File: src/rtl/chan_tag_buffer.sv
module chan_tag_buffer #(
  parameter int NUM_STREAMS = 4,
  parameter int DATA_W      = 512,
  parameter int SEGS        = 4
) (
  input  logic                clk,
  input  logic                rst_n,
  input  logic                multi_mode,
  input  logic                s_tvalid,
  output logic                s_tready,
  input  logic [DATA_W-1:0]   s_tdata,
  input  logic [DATA_W/8-1:0] s_tkeep,
  input  logic                s_tlast,
  input  logic [31:0]         s_tid,
  input  logic [SEGS-1:0]     s_sop_seg,
  input  logic [SEGS-1:0]     s_eop_seg,
  output logic                m_tvalid,
  input  logic                m_tready,
  output logic [DATA_W-1:0]   m_tdata,
  output logic [DATA_W/8-1:0] m_tkeep,
  output logic                m_tlast,
  output logic [31:0]         m_tid,
  output logic                err_flag
);
  localparam int SIDX_W = (NUM_STREAMS > 1) ? $clog2(NUM_STREAMS) : 1;
  localparam int SEG_W  = (SEGS > 1) ? $clog2(SEGS) : 1;

  logic [9:0] chan_q [NUM_STREAMS];

  logic [5:0]       strm0, strm1, rd_strm;
  logic [SEG_W-1:0] sop_pos, eop_pos;
  logic             one_sop, one_eop, two_pkt, rd_ok, wr_ok, bad, acc;
  logic [9:0]       stored;
  logic [31:0]      tid_nx;
  wire              unused_c1 = ^s_tid[25:16];

  assign strm0    = s_tid[15:10];
  assign strm1    = s_tid[31:26];
  assign s_tready = m_tready | ~m_tvalid;
  assign acc      = s_tvalid & s_tready;
  assign one_sop  = $countones(s_sop_seg) == 1;
  assign one_eop  = $countones(s_eop_seg) == 1;

  always_comb begin
    sop_pos = '0;
    eop_pos = '0;
    for (int i = 0; i < SEGS; i++) begin
      if (s_sop_seg[i]) sop_pos = SEG_W'(i);
      if (s_eop_seg[i]) eop_pos = SEG_W'(i);
    end
  end

  assign two_pkt = one_sop & one_eop & (sop_pos > eop_pos);
  assign rd_strm = (two_pkt & multi_mode) ? strm1 : strm0;
  assign rd_ok   = 32'(rd_strm) < NUM_STREAMS;
  assign wr_ok   = 32'(strm0) < NUM_STREAMS;
  assign stored  = rd_ok ? chan_q[rd_strm[SIDX_W-1:0]] : 10'd0;

  always_comb begin
    tid_nx = '0;
    if (two_pkt && multi_mode) begin
      tid_nx[31:16] = {strm1, stored};
      tid_nx[15:0]  = s_tid[15:0];
    end else if (s_sop_seg != '0) begin
      tid_nx[15:0]  = s_tid[15:0];
    end else begin
      tid_nx[15:0]  = {strm0, stored};
    end
  end

  assign bad = ($countones(s_sop_seg) > 1) | ($countones(s_eop_seg) > 1) |
               (two_pkt & ~multi_mode) |
               (two_pkt & multi_mode & (strm1 != strm0)) |
               ~wr_ok | ~rd_ok;

  always_ff @(posedge clk) begin
    if (!rst_n) begin
      for (int i = 0; i < NUM_STREAMS; i++) chan_q[i] <= '0;
      err_flag <= 1'b0;
    end else if (acc) begin
      if (one_sop && wr_ok) chan_q[strm0[SIDX_W-1:0]] <= s_tid[9:0];
      if (bad) err_flag <= 1'b1;
    end
  end

  always_ff @(posedge clk) begin
    if (!rst_n) begin
      m_tvalid <= 1'b0;
      m_tdata  <= '0;
      m_tkeep  <= '0;
      m_tlast  <= 1'b0;
      m_tid    <= '0;
    end else if (s_tready) begin
      m_tvalid <= s_tvalid;
      if (s_tvalid) begin
        m_tdata <= s_tdata;
        m_tkeep <= s_tkeep;
        m_tlast <= s_tlast;
        m_tid   <= tid_nx;
      end
    end
  end
endmodule

File: config.mk
export PLATFORM = sky130hd
export DESIGN_NAME = chan_tag_buffer
export DESIGN_NICKNAME = d
export VERILOG_FILES = /design/src/rtl/chan_tag_buffer.sv
export SDC_FILE = /design/constraint.sdc
export NUM_CORES = 1
export LEC_CHECK = 0
export BUFFER_PORTS_ARGS = -buffer_cell sky130_fd_sc_hd__buf_2
export CAP_MARGIN = 10
export CORE_AREA = 2 2 476 478
export CTS_CLUSTER_SIZE = 40
export DETAILED_ROUTE_END_ITERATION = 16
export DIE_AREA = 0 0 478 480
export PLACE_DENSITY = 0.3
export SETUP_SLACK_MARGIN = 0.1
export SLEW_MARGIN = 20
export SYNTH_ARGS = -nofsm -noshare
export SYNTH_HDL_FRONTEND = slang
export SYNTH_SLANG_ARGS = --single-unit
File: constraint.sdc
create_clock -name clk -period 3.7 [get_ports clk]
set_input_delay 0.37 -clock clk [delete_from_list [all_inputs] [get_ports clk]]
set_output_delay 0.37 -clock clk [all_outputs]
set_load 0.01 [all_outputs]
After elaboration in Yosys (flattened, before gate mapping):

Memory sizes are Yosys's and may differ from the RTL's.
Index checks and enable logic that the tools add are counted.

* output and inout port bits: 612
* RAM bits: 40
* flip-flop bits (word level): 611
* memories kept: 1

* bitwise gates (word level): 16
* equality and inequality tests: 3
* reduce and logical (&&, ||, !) cells: 6
* magnitude comparators: 5
* multiplexer cells: 19
* add/sub/neg operators: 6

Memories
* chan_q: depth 4, width 10, read ports 1, clocked after Yosys merged registers in 0, write ports 4, line 28 `logic [9:0] chan_q [NUM_STREAMS];`

Operator list (count)
* $eq 32x2->1 const B: 2
* $mux 10: 4
* $mux 16: 1
* $lt 6x3->1 const B: 2
* $mux 2: 5
* $reduce_or 10->1: 1
* $add 1x1->2: 4
* $mux 1: 8
* $add 2x2->3: 2
* $and 1x1->1: 6
* $gt 3x1->1 const B: 2
* $mux 6: 1
* $ne 6x6->1: 1
* $or 1x1->1: 6
* $not 1->1: 4
* $reduce_and 2->1: 2
* $reduce_bool 4->1: 1
* $gt 2x2->1: 1
* $logic_and 1x1->1: 2

Longest topological paths before layout:

Gate-level depths: netlist (run 1).

* depth in word-level cells: 11
* mapped depth: 14

Worst setup path before layout (run 1):

Ideal clock, no wire load.

* path kind: input-to-reg
* from: input port s_sop_seg[0]
* to: memory chan_q[2][0] (enable)
* stages: 10
* arrival time: 2.708 ns
* slack: 0.602 ns
* setup time: 0.391 ns
* cell sequence: inv_1 > fa_1 > inv_1 > ha_1 > inv_1 > ha_1 > nor3b_2 > and2_1 > nand2_1 > o21ai_0

RTL lines
* start: declaration: line 15 `input logic [SEGS-1:0] s_sop_seg,`
* end: declaration: line 28

Worst setup path after layout (run 1):

* from: input port s_eop_seg[1]
* to: register m_tid[16]

* cells in the longest elaborated chain, start to end: 10
* elaborated cells on any way between the ends: 16
* classes of those cells: add/sub: 2; order compare: 2; eq/ne: 1; mux: 6; bitwise: 3; reduce/logical: 1; memory: 1

RTL lines
* start: declaration: line 16 `input logic [SEGS-1:0] s_eop_seg,`
* $add 1x1->2 (not written as such) / $mux 1 (equally long branches): line 42, 49
* $add 2x2->3 (not written as such) / $mux 2 (equally long branches): line 42, 49
* $eq 32x2->1 / $mux 2 (equally long branches): line 42, 49
* $and 1x1->1 / $gt 2x2->1 (equally long branches): line 53 `assign two_pkt = one_sop & one_eop & (sop_pos > eop_pos);`
* $and 1x1->1 (*): line 53
* $and 1x1->1: line 54 `assign rd_strm = (two_pkt & multi_mode) ? strm1 : strm0;`
* $mux 6: line 54
* $lt 6x3->1 / $mem_v2 4x10 (equally long branches)
* $mux 10: line 57 `assign stored = rd_ok ? chan_q[rd_strm[SIDX_W-1:0]] : 10'd0;`
* $mux 16 (*): line 61 `if (two_pkt && multi_mode) begin`
* end signal: assignment: line 99 `m_tid <= tid_nx;`
* end: declaration: line 22 `output logic [31:0] m_tid,`

Every way passes the cells marked *; elsewhere a longest branch is shown, timed or not.
A chain may end at the register's enable or synchronous reset.

==> results of run 1 <==
worst max-delay path: stages:
cell      delay, ns
buf_2          0.10
inv_1          0.12
fa_1           0.43
inv_1          0.07
ha_1           0.16
inv_1          0.07
ha_1           0.29
nor3b_2        0.23
o2111a_2       0.37
mux2i_4        0.32
buf_12         0.26
mux2_4         0.32
a32oi_1        0.16
o21ai_1        0.09
final cells by class:
class | instances | share of cell area (%)
clock buffers | 135 | 6.14
flip-flops and latches | 651 | 30.7
inverters | 13 | 0.112
repair buffers | 1901 | 29.7
well taps | 2992 | 8.56
clock inverters | 25 | 0.684
multi-input cells | 2003 | 24.1
diodes | 14 | 0.0801
flip-flops by register name, indices dropped and copies added, names as in the netlist:
register,count
m_tvalid,1
m_tlast,1
m_tdata,512
chan_q,40
err_flag,1
m_tid,32
m_tkeep,64
synthesized netlist by cell type (4+ instances only):
| master | instances |
|---|---|
| mux2_4 | 10 |
| nor2_1 | 4 |
| a21boi_0 | 591 |
| clkbuf_1 | 206 |
| ha_1 | 11 |
| edfxtp_1 | 40 |
| mux2i_1 | 11 |
| a32oi_1 | 10 |
| and2_1 | 42 |
| nand2_1 | 1211 |
| nand2b_1 | 14 |
| o21ai_1 | 18 |
| a21oi_1 | 12 |
| o21ai_0 | 23 |
| a22o_1 | 9 |
| dfxtp_1 | 611 |
| inv_1 | 13 |
| nand3_1 | 7 |
power breakdown:
group          total, mW  switching, mW  leakage (nW)  internal (mW)
clock               8.92           3.69          1.47           5.23
combinational       2.91           1.59          12.2           1.32
sequential          7.70          0.217          5.43           7.48
kinds of logic (layout without fill, tap and decap cells):
logic type | count (synthesis) | count (layout)
AOI/OAI and AO/OA | 671 | 671
xor gates and xnor gates | 6 | 6
adders and majority gates | 13 | 13
buffers and inverters | 228 | 2074
DFF | 651 | 651
muxes | 22 | 22
other | 0 | 14
and+or+nand+nor | 1291 | 1291
path summary, 6_finish.rpt:
check               startpoint      endpoint  slack, ns  cells past startpoint
hold reg to reg   m_tdata[413]  m_tdata[413]       0.46                      2
setup / recovery  s_eop_seg[1]     m_tid[16]       0.89                     14
hold / removal    s_tdata[460]  m_tdata[460]       0.06                      3
setup reg to reg      m_tvalid  m_tdata[419]       1.25                      7
layer usage:
| metal | vias to the layer above | global-route usage [%] | routed length (um) |
|---|---|---|---|
| li1 | 12900 | - | - |
| met1 | 12400 | 14.8 | 62300 |
| met2 | 915 | 22.3 | 74600 |
| met3 | 185 | 4.49 | 12400 |
| met4 | 18 | 3.66 | 3480 |
| met5 | - | 0 | 119 |
stage by stage:
stage	utilization, %	instance area [um2]	cells
floorplan	-	24800	2882
global placement	15.5	34600	6951
detailed placement	15.5	34600	6951
CTS	19.5	43700	7720
global route	19.5	43700	7725
finish	19.5	43700	7734
==> results.toml, run 1 <==
[global_routing]
grt_pass1_vias = 27900
antenna_found_initial = 51
gr-usage-all-layers_pct = 12.8
global_route_wire_length_before_repair_um = 214000
globalRouteOverflowTotal = 0
pin_count_of_the_biggest_net_entering_global_routing = 179

[synthesis]
syn-num-nets = 3517
synth.cell_area_um2 = 24800
synth_top_family_by_area = "simple AND/OR/NAND/NOR gates"
synth-compound-area-share_pct = 19.9
muxShareOfSynthArea_pct = 1.09
synth_simple_gate_area_share_pct = 20.3
synth_area_per_cell_um2 = 8.61
synth_top_cells_by_area = "dfxtp_1 49%, nand2_1 18%, a21boi_0 18%"
ys_async_sr_fraction_pct = 0
synthDominantCellAreaShare_pct = 49.3
synth_flop_cell = "dfxtp_1"
synth.ff_latch_count = 651
synthXorXnorAreaFrac_pct = 0.212
synth_top_area_cell = "dfxtp_1"
post_synth_fa_ha_maj_area_fraction_pct = 0.716
postSynthCellCount = 2882
ys.warnings.count = 0
netlist-cell-type-count = 44
edff_count_synth = 40
synth_sequential_area_ratio_pct = 54.1

[routing]
post_drt_via_cell_ratio = 3.42
via_count = 26500
wire_per_inst_um = 19.8
detail_route.wirelength_um = 153000
drtPass1Iterations = 5
drt.antenna.violating_nets = 0
detailedRoute.firstIterationViolations = 750
drt_drc_violations_left = 0

[setup_path]
worst_ep_arrival_time_ns = 3.38
critical_path.endpoint_type = "flip-flop"
setup.worst_path.class = "input pin to flip-flop"
timing.critical_path.from_type = "input pin"
crit_required_ns = 4.27
cp_max_fo = 37

[cells_and_area]
n_fill_cell = 25400
ff_latch_area_um2 = 13400
layout_commonest_cell = "buf_2"
most-common-layout-cells = "1,222 x buf_2, 1,210 x nand2_1, 611 x dfxtp_1"
multiInputGateArea_um2 = 10500
finish.net_count = 5296
syn2layout_area_growth_pct = 76.2
layout_cells_sized_above_1_pct = 30.7

[power]
max_vdd_drop_uv = 309
power.density_cell_area_nw_per_um2 = 447
totalPowerFinal_mw = 19.5
leakage_nw = 19.1

[placement]
place.gp.congestion = 0.845
dp_worst_setup_slack_ns = 0.185
dp_hpwl_um = 120000
port_buffers = 1223

[die]
design.die.area_um2 = 229000
initial_utilization_pct = 11.1
floorplan.die.width_um = 478
boundaryPins = 1234
fp.dieH_um = 480
fp.coreArea_um2 = 224000
row_count = 174

[job]
max_cap_viol_count = 0

[hold_path]
worst_hold_path_type = "input pin to flip-flop"

[timing]
timing.final.max_slew_violations = 0
hold-worst-slack_ns = 0.0554
hold_viol = 0
worst_slew_margin_relative_to_its_limit_pct = 40.9
worst_pin_slew_ns = 0.886
max_freq_ghz = 0.355
postLayoutSetupSlackWorst_ns = 0.885
layout_min_cycle_time_ns = 2.81
fin_crit_sh_pct = 76.1
timing.clock.skew_ns = 0.0293
finalSetupViolCount = 0
totalNegativeSetupSlack_ns = 0
grt_setup_unrepaired = "no"

[clocking]
tritoncts = "done"
clk_transition_reported_paths_ns = 0.06
post_cts_resized = 0
numCtsBuffers = 91
clock-root-buffer = "clkbuf_16"
cts_hold_buf = 609
worstSkewPairLatency_ns = 0.72
cts.repair_timing.setup_buffer_count = 0
cts.htree.levels = 3
clock_sink_count = 651
cts_max_path_buffers = 3

[run_status]
outcome = "finished clean"
Note: power is estimated with default switching activity, not from simulation.
==> run 2, diff against run 1 <==
--- a/config.mk
+++ b/config.mk
@@ -5,12 +5,13 @@
 export SDC_FILE = /design/constraint.sdc
 export NUM_CORES = 1
 export LEC_CHECK = 0
+export ABC_AREA = 1
 export BUFFER_PORTS_ARGS = -buffer_cell sky130_fd_sc_hd__buf_2
 export CAP_MARGIN = 10
-export CORE_AREA = 2 2 476 478
+export CORE_AREA = 2 2 481 483
 export CTS_CLUSTER_SIZE = 40
 export DETAILED_ROUTE_END_ITERATION = 16
-export DIE_AREA = 0 0 478 480
+export DIE_AREA = 0 0 483 485
 export PLACE_DENSITY = 0.3
 export SETUP_SLACK_MARGIN = 0.1
 export SLEW_MARGIN = 20
==> constraint.sdc (replaced) <==
create_clock -name clk -period 2.8 [get_ports clk]
set_input_delay 0.28 -clock clk [delete_from_list [all_inputs] [get_ports clk]]
set_output_delay 0.28 -clock clk [all_outputs]
set_load 0.01 [all_outputs]
==> results.toml, run 2 <==
[run_status]
outcome = "finished clean"

[timing]
finalSetupViolCount = 0
postLayoutSetupSlackWorst_ns = 0.389
worst_slew_margin_relative_to_its_limit_pct = 33.3
hold_viol = 0
worst_pin_slew_ns = 0.999
fin_crit_sh_pct = 86.1
timing.final.max_slew_violations = 0
grt_setup_unrepaired = "no"
totalNegativeSetupSlack_ns = 0
max_freq_ghz = 0.415
layout_min_cycle_time_ns = 2.41
timing.clock.skew_ns = 0.0223

[cells_and_area]
syn2layout_area_growth_pct = 83.7
largest_register_ff_count = 512
finish.net_count = 5433
layout_cells_sized_above_1_pct = 31.3
max_flop_register = "m_tdata"
registers_with_the_most_flip_flops = "m_tdata: 512 flops, m_tkeep: 64 flops, chan_q: 40 flops"
most-common-layout-cells = "1,222 x buf_2, 1,189 x nor2_1, 611 x dfxtp_1"
n_fill_cell = 26200
layout_commonest_cell = "buf_2"

[placement]
port_buffers = 1223
dp_hpwl_um = 152000
place.gp.congestion = 0.915
dp_worst_setup_slack_ns = -0.359

[synthesis]
edff_count_synth = 40
synthDominantCellAreaShare_pct = 52.3
synth_sequential_area_ratio_pct = 57.4
synth_top_cells_by_area = "dfxtp_1 52%, nor2_1 19%, o21ai_0 13%"
postSynthCellCount = 2971
synth.ff_latch_count = 651
synth_top_area_cell = "dfxtp_1"
ys_async_sr_fraction_pct = 0
synth_area_per_cell_um2 = 7.88
netlist-cell-type-count = 30
synth.top_cells.by_count = "1,189 x nor2_1, 611 x dfxtp_1, 593 x o21ai_0"
synth_flop_cell = "dfxtp_1"
synth.cell_area_um2 = 23400
post-synth-top-count-cell = "nor2_1"
syn-num-nets = 3606
ys.warnings.count = 0

[die]
boundaryPins = 1234
fp.dieH_um = 485
floorplan.die.width_um = 483
design.die.area_um2 = 234000
row_count = 176
initial_utilization_pct = 10.2
fp.coreArea_um2 = 229000

[routing]
via_count = 27700
wire_per_inst_um = 23.1
detailedRoute.firstIterationViolations = 1059
drt_drc_violations_left = 0
detail_route.wirelength_um = 183000
drtPass1Iterations = 5
post_drt_via_cell_ratio = 3.49
drt.antenna.violating_nets = 0

[setup_path]
crit_required_ns = 3.36
worstReg2RegEnd = "m_tdata[410]"
setup.worst_path.class = "input pin to flip-flop"
cp.buffers_inverters = 7
ordered_cell_list_for_the_critical_path = "buf_2 > inv_1 > fa_1 > inv_1 > ha_1 > inv_1 > ha_1 > inv_1 > nand3b_1 > nor2_2 > buf_4 > nand3_4 > nand2_1 > buf_12 > nand3_1 > nand3_1 > nand2_1 > nand2_1 > nand2_1 > nand2_1 > a21oi_2"
worst_ep_arrival_time_ns = 2.97
cp_max_fo = 20
worst_path_max_delay_cell = "fa_1"
timing.critical_path.from_type = "input pin"
reg2reg_setup_slack_ns = 0.45
cell_occurring_most_often_along_the_worst_timing_path = "nand2_1"
critical_path.endpoint_type = "flip-flop"
worst_r2r_path_depth = 7
timing.rr.start = "m_tvalid"
crit_path_max_incr_delay_ns = 0.51
top_family_by_delay_on_critical_path = "simple AND/OR/NAND/NOR gates"

[global_routing]
global_route.usage.met1_pct = 17.6
globalRouteMet2Util_pct = 26.3
globalRouteOverflowTotal = 0
global_route_wire_length_before_repair_um = 245000
antenna_found_initial = 130
grt.busiest_layer = "met2"
grt_pass1_vias = 28100
grt.met3_usage_pct = 5.90
pin_count_of_the_biggest_net_entering_global_routing = 81
gr-usage-all-layers_pct = 15.1

[hold_path]
worst_hold_path_type = "input pin to flip-flop"
min-delay-start = "rst_n"
holdPathEnd = "m_tdata[378]"
min_path_cells = 3

[clocking]
clock_sink_count = 651
numCtsBuffers = 93
clock-root-buffer = "clkbuf_16"
cts.htree.levels = 3
clk_transition_reported_paths_ns = 0.05
tritoncts = "done"
worstSkewPairLatency_ns = 0.74
cts_max_path_buffers = 3
cts.repair_timing.setup_buffer_count = 0

[power]
leakage_nw = 19.6
totalPowerFinal_mw = 27.5
max_vdd_drop_uv = 380
power.density_cell_area_nw_per_um2 = 641

[job]
max_cap_viol_count = 0
-- run 2: cell types whose count changed after synthesis, sizes merged, moves of 42 or more --
cell and delta:
nand2 -1114, nor2 +1187, clkbuf -50, buf +52, inv +51, o21ai +553, a21boi -591, and2 -42
nand3 +47
-- run 2: worst reg2reg max path, delay by kind of cell (launching register included) --
| family | cells | cell delay (ns) |
|---|---|---|
| buffers and inverters | 3 | 1.24 |
| AND/OR/NAND/NOR | 3 | 0.66 |
| flip-flops | 1 | 0.32 |
| AO/OA/AOI/OAI | 1 | 0.07 |
-- run 2: repair_timing --
action	CTS	global route
hold buffers	596	0
hold endpoints to repair	613	0
gates resized for setup	0	0
-- run 2: how the worst max path moves through the flow --
stage,from,to,cells after the start
floorplan,s_sop_seg[0],m_tid[0],19
global placement,s_eop_seg[0],m_tid[7],21
detailed placement,s_eop_seg[0],m_tid[7],21
CTS,m_tvalid,m_tdata[410],7
global route,s_eop_seg[0],m_tid[1],21
finish,s_eop_seg[1],m_tid[5],21
-- run 2: cell families after synthesis --
| group | synth area share (%) |
|---|---|
| compound gates | 14.0 |
| fa+ha+maj | 0.759 |
| flops | 57.4 |
| buf+inv | 4.82 |
| simple gates | 23.0 |
-- run 2: area by class of cell --
cell class / instances / area [um2] / share of cell area [%]
repair buffers: 1949 / 13400 / 31.3
well taps: 3026 / 3790 / 8.81
flip-flops and latches: 651 / 13400 / 31.2
clock inverters: 34 / 375 / 0.873
inverters: 66 / 256 / 0.597
clock buffers: 135 / 2740 / 6.37
multi-input cells: 2037 / 8880 / 20.6
diodes: 30 / 75.1 / 0.175
-- run 2: power by group --
group,leakage (nW),switching (mW),internal [mW]
sequential,5.50,0.403,10.1
combinational,12.6,2.85,1.98
clock,1.52,5.09,7.17
-- run 2: layer usage --
metal	routed length, um	up-vias
met5	353	-
met4	3300	54
met3	16600	232
met2	88400	1110
met1	74700	13000
li1	-	13300
-- run 2: stage by stage --
stage | instances | utilization, % | hold WS, ns | area (um2)
2_1_floorplan | 2971 | - | 0.443 | 23400
3_3_place_gp | 7133 | 14.8 | 0.443 | 33800
3_5_place_dp | 7133 | 14.8 | 0.443 | 33800
4_1_cts | 7898 | 18.7 | 0.00723 | 42900
5_1_grt | 7903 | 18.7 | 0.00207 | 42900
6_report | 7928 | 18.8 | 0.0722 | 43000
==> run 3, diff against run 2 <==
--- a/config.mk
+++ b/config.mk
@@ -8,11 +8,11 @@
 export ABC_AREA = 1
 export BUFFER_PORTS_ARGS = -buffer_cell sky130_fd_sc_hd__buf_2
 export CAP_MARGIN = 10
-export CORE_AREA = 2 2 481 483
-export CTS_CLUSTER_SIZE = 40
+export CORE_AREA = 2 2 475 477
+export CTS_CLUSTER_SIZE = 10
 export DETAILED_ROUTE_END_ITERATION = 16
-export DIE_AREA = 0 0 483 485
-export PLACE_DENSITY = 0.3
+export DIE_AREA = 0 0 477 479
+export PLACE_DENSITY_LB_ADDON = 0.2
 export SETUP_SLACK_MARGIN = 0.1
 export SLEW_MARGIN = 20
 export SYNTH_ARGS = -nofsm -noshare
==> constraint.sdc (replaced) <==
create_clock -name clk -period 2.2 [get_ports clk]
set_input_delay 0.22 -clock clk [delete_from_list [all_inputs] [get_ports clk]]
set_output_delay 0.22 -clock clk [all_outputs]
set_load 0.01 [all_outputs]
==> results.toml, run 3 (synthesis results as in run 2) <==
[cells_and_area]
most-common-layout-cells = "1,220 x buf_2, 1,187 x nor2_1, 611 x dfxtp_1"
max_flop_register = "m_tdata"
finalInstanceArea_um2 = 43500
multiInputGateArea_um2 = 9150
layout_cells_sized_above_1_pct = 32.2
syn2layout_area_growth_pct = 86.0
fin_cells = 7939
n_fill_cell = 25400
ff_latch_area_um2 = 13400
largest_register_ff_count = 512
registers_with_the_most_flip_flops = "m_tdata: 512 flops, m_tkeep: 64 flops, chan_q: 40 flops"
layout_commonest_cell = "buf_2"
final_core_utilization_pct = 19.5
finish.net_count = 5452

[die]
row_count = 174
design.die.area_um2 = 228000
fp.dieH_um = 479
boundaryPins = 1234
floorplan.die.width_um = 477
fp.coreArea_um2 = 224000
initial_utilization_pct = 10.5

[timing]
layout_min_cycle_time_ns = 2.15
finalSetupViolCount = 0
postLayoutSetupSlackWorst_ns = 0.0511
worst_pin_slew_ns = 0.633
max_freq_ghz = 0.465
worst_slew_margin_relative_to_its_limit_pct = 57.4
hold_viol = 0
timing.final.max_slew_violations = 0
fin_crit_sh_pct = 97.7
grt_setup_unrepaired = "yes"
timing.clock.skew_ns = 0.0282
hold-worst-slack_ns = 0.0791

[clocking]
clk_transition_reported_paths_ns = 0.06
tritoncts = "done"
numCtsBuffers = 92
worstSkewPairLatency_ns = 0.71
clock-root-buffer = "clkbuf_16"
cts.htree.levels = 3
clock_sink_count = 651
cts_max_path_buffers = 3

[routing]
drtPass1Iterations = 5
post_drt_via_cell_ratio = 3.53
detail_route.wirelength_um = 180000
wire_per_inst_um = 22.7
drt.antenna.violating_nets = 0
drt_drc_violations_left = 0
via_count = 28000
detailedRoute.firstIterationViolations = 1369

[setup_path]
timing.critical_path.from_type = "input pin"
setup.worst_path.class = "input pin to flip-flop"
crit_required_ns = 2.80
worst_r2r_path_depth = 7
cp_max_fo = 8
worstReg2RegEnd = "m_tdata[85]"
timing.rr.start = "m_tvalid"
critical_path.endpoint_type = "flip-flop"
worst_ep_arrival_time_ns = 2.75
reg2reg_setup_slack_ns = 0.26

[placement]
post_dp_cell_area_um2 = 33800
dpl.cell_count = 7090
place.gp.congestion = 0.898
dp_worst_setup_slack_ns = -0.833
port_buffers = 1223
dp_hpwl_um = 148000

[power]
p_sw_mw = 10.5
leakage_nw = 19.7
sw_frac_of_total_pct = 30.0
power_frac_comb_pct = 17.9
power_report.internal_total_mw = 24.4
share_clk_of_total_power_pct = 43.9
power.density_cell_area_nw_per_um2 = 800
sequentialPowerShare_pct = 38.2
max_vdd_drop_uv = 528

[global_routing]
globalRouteOverflowTotal = 0
gr-usage-all-layers_pct = 15.1
pin_count_of_the_biggest_net_entering_global_routing = 96
grt_pass1_vias = 27800
antenna_found_initial = 143
global_route_wire_length_before_repair_um = 240000

[hold_path]
holdPathEnd = "m_tdata[152]"
min-delay-start = "rst_n"
min_path_cells = 4
worst_hold_path_type = "input pin to flip-flop"

[run_status]
outcome = "finished clean"

[job]
max_cap_viol_count = 0
run 3: cell types whose count changed in the layout (fill, tap and decap cells not counted), moves of 6 or more:
cell	delta
clkinv_2	-6
buf_6	+6
nand3_2	+10
inv_1	-10
nand2_4	+6
diode_2	+26
nand3_1	-12
nand2_2	+14
nand2_1	-22
clkbuf_1	+6
clkbuf_8	-7
inv_2	+8
dlygate4sd3_1	+13
run 3: worst max-delay path by stage:
stage / from / end / slack (ns) / cells past startpoint
2_1_floorplan: s_sop_seg[3] / m_tid[0] / -0.26 / 19
3_3_place_gp: s_eop_seg[3] / m_tid[4] / -0.87 / 18
3_5_place_dp: s_eop_seg[3] / m_tid[9] / -0.83 / 18
4_1_cts: s_eop_seg[3] / m_tid[6] / 0.05 / 20
5_1_grt: s_eop_seg[3] / m_tid[5] / -0.04 / 21
6_report: s_eop_seg[3] / m_tid[0] / 0.05 / 21
run 3: stage by stage:
step | power (mW) | TNS, ns
2_1_floorplan | 15.6 | -9.12
3_3_place_gp | 18.8 | -58.43
3_5_place_dp | 18.8 | -57.59
4_1_cts | 35.7 | 0
5_1_grt | 36.7 | -0.175
6_report | 34.9 | 0
run 3: repair_timing:
| action | in CTS | in global routing |
|---|---|---|
| gates cloned | 0 | 7 |
| setup endpoints to repair | 11 | 30 |
| setup buffers | 3 | 6 |
| hold endpoints to repair | 625 | 0 |
| hold buffers | 609 | 0 |
| gates resized for setup | 2 | 60 |
| pin swaps | 4 | 17 |
run 3: area by class of cell:
cell class,count,share of cell area (%)
Clock inverter,36,0.986
Multi-Input combinational cell,2038,21.0
Timing Repair Buffer,1968,31.6
Inverter,66,0.647
Sequential cell,651,30.9
Antenna cell,56,0.322
Clock buffer,132,6.01
Tap cell,2992,8.60
run 3: metal layers:
metal | vias up | track usage (%) | share of wire [%]
met5 | - | 0 | 0.17
met4 | 46 | 3.68 | 2.7
met3 | 273 | 5.62 | 8.9
met2 | 1138 | 24.7 | 46
met1 | 13200 | 18.7 | 42
li1 | 13400 | - | -
run 3: power groups by stage:
stage	logic (mW)	registers, mW	clock network (mW)
floorplan	1.72	13.9	0
global placement	5.27	13.6	0
detailed placement	5.26	13.6	0
CTS	6.35	13.3	16.1
global route	6.84	13.4	16.4
finish	6.24	13.3	15.3
run 3: critical path: stages:
cell	delay, ns
buf_8	0.08
inv_6	0.03
fa_1	0.52
inv_1	0.04
ha_2	0.19
inv_2	0.07
ha_4	0.19
inv_2	0.04
nand3b_1	0.12
nor2_4	0.22
nand3_4	0.10
buf_12	0.17
nand2_8	0.11
clkbuf_16	0.15
nand3b_1	0.07
nand3_1	0.10
nand2_2	0.08
nand2_1	0.06
nand2_1	0.04
nand2_1	0.07
a21oi_2	0.05
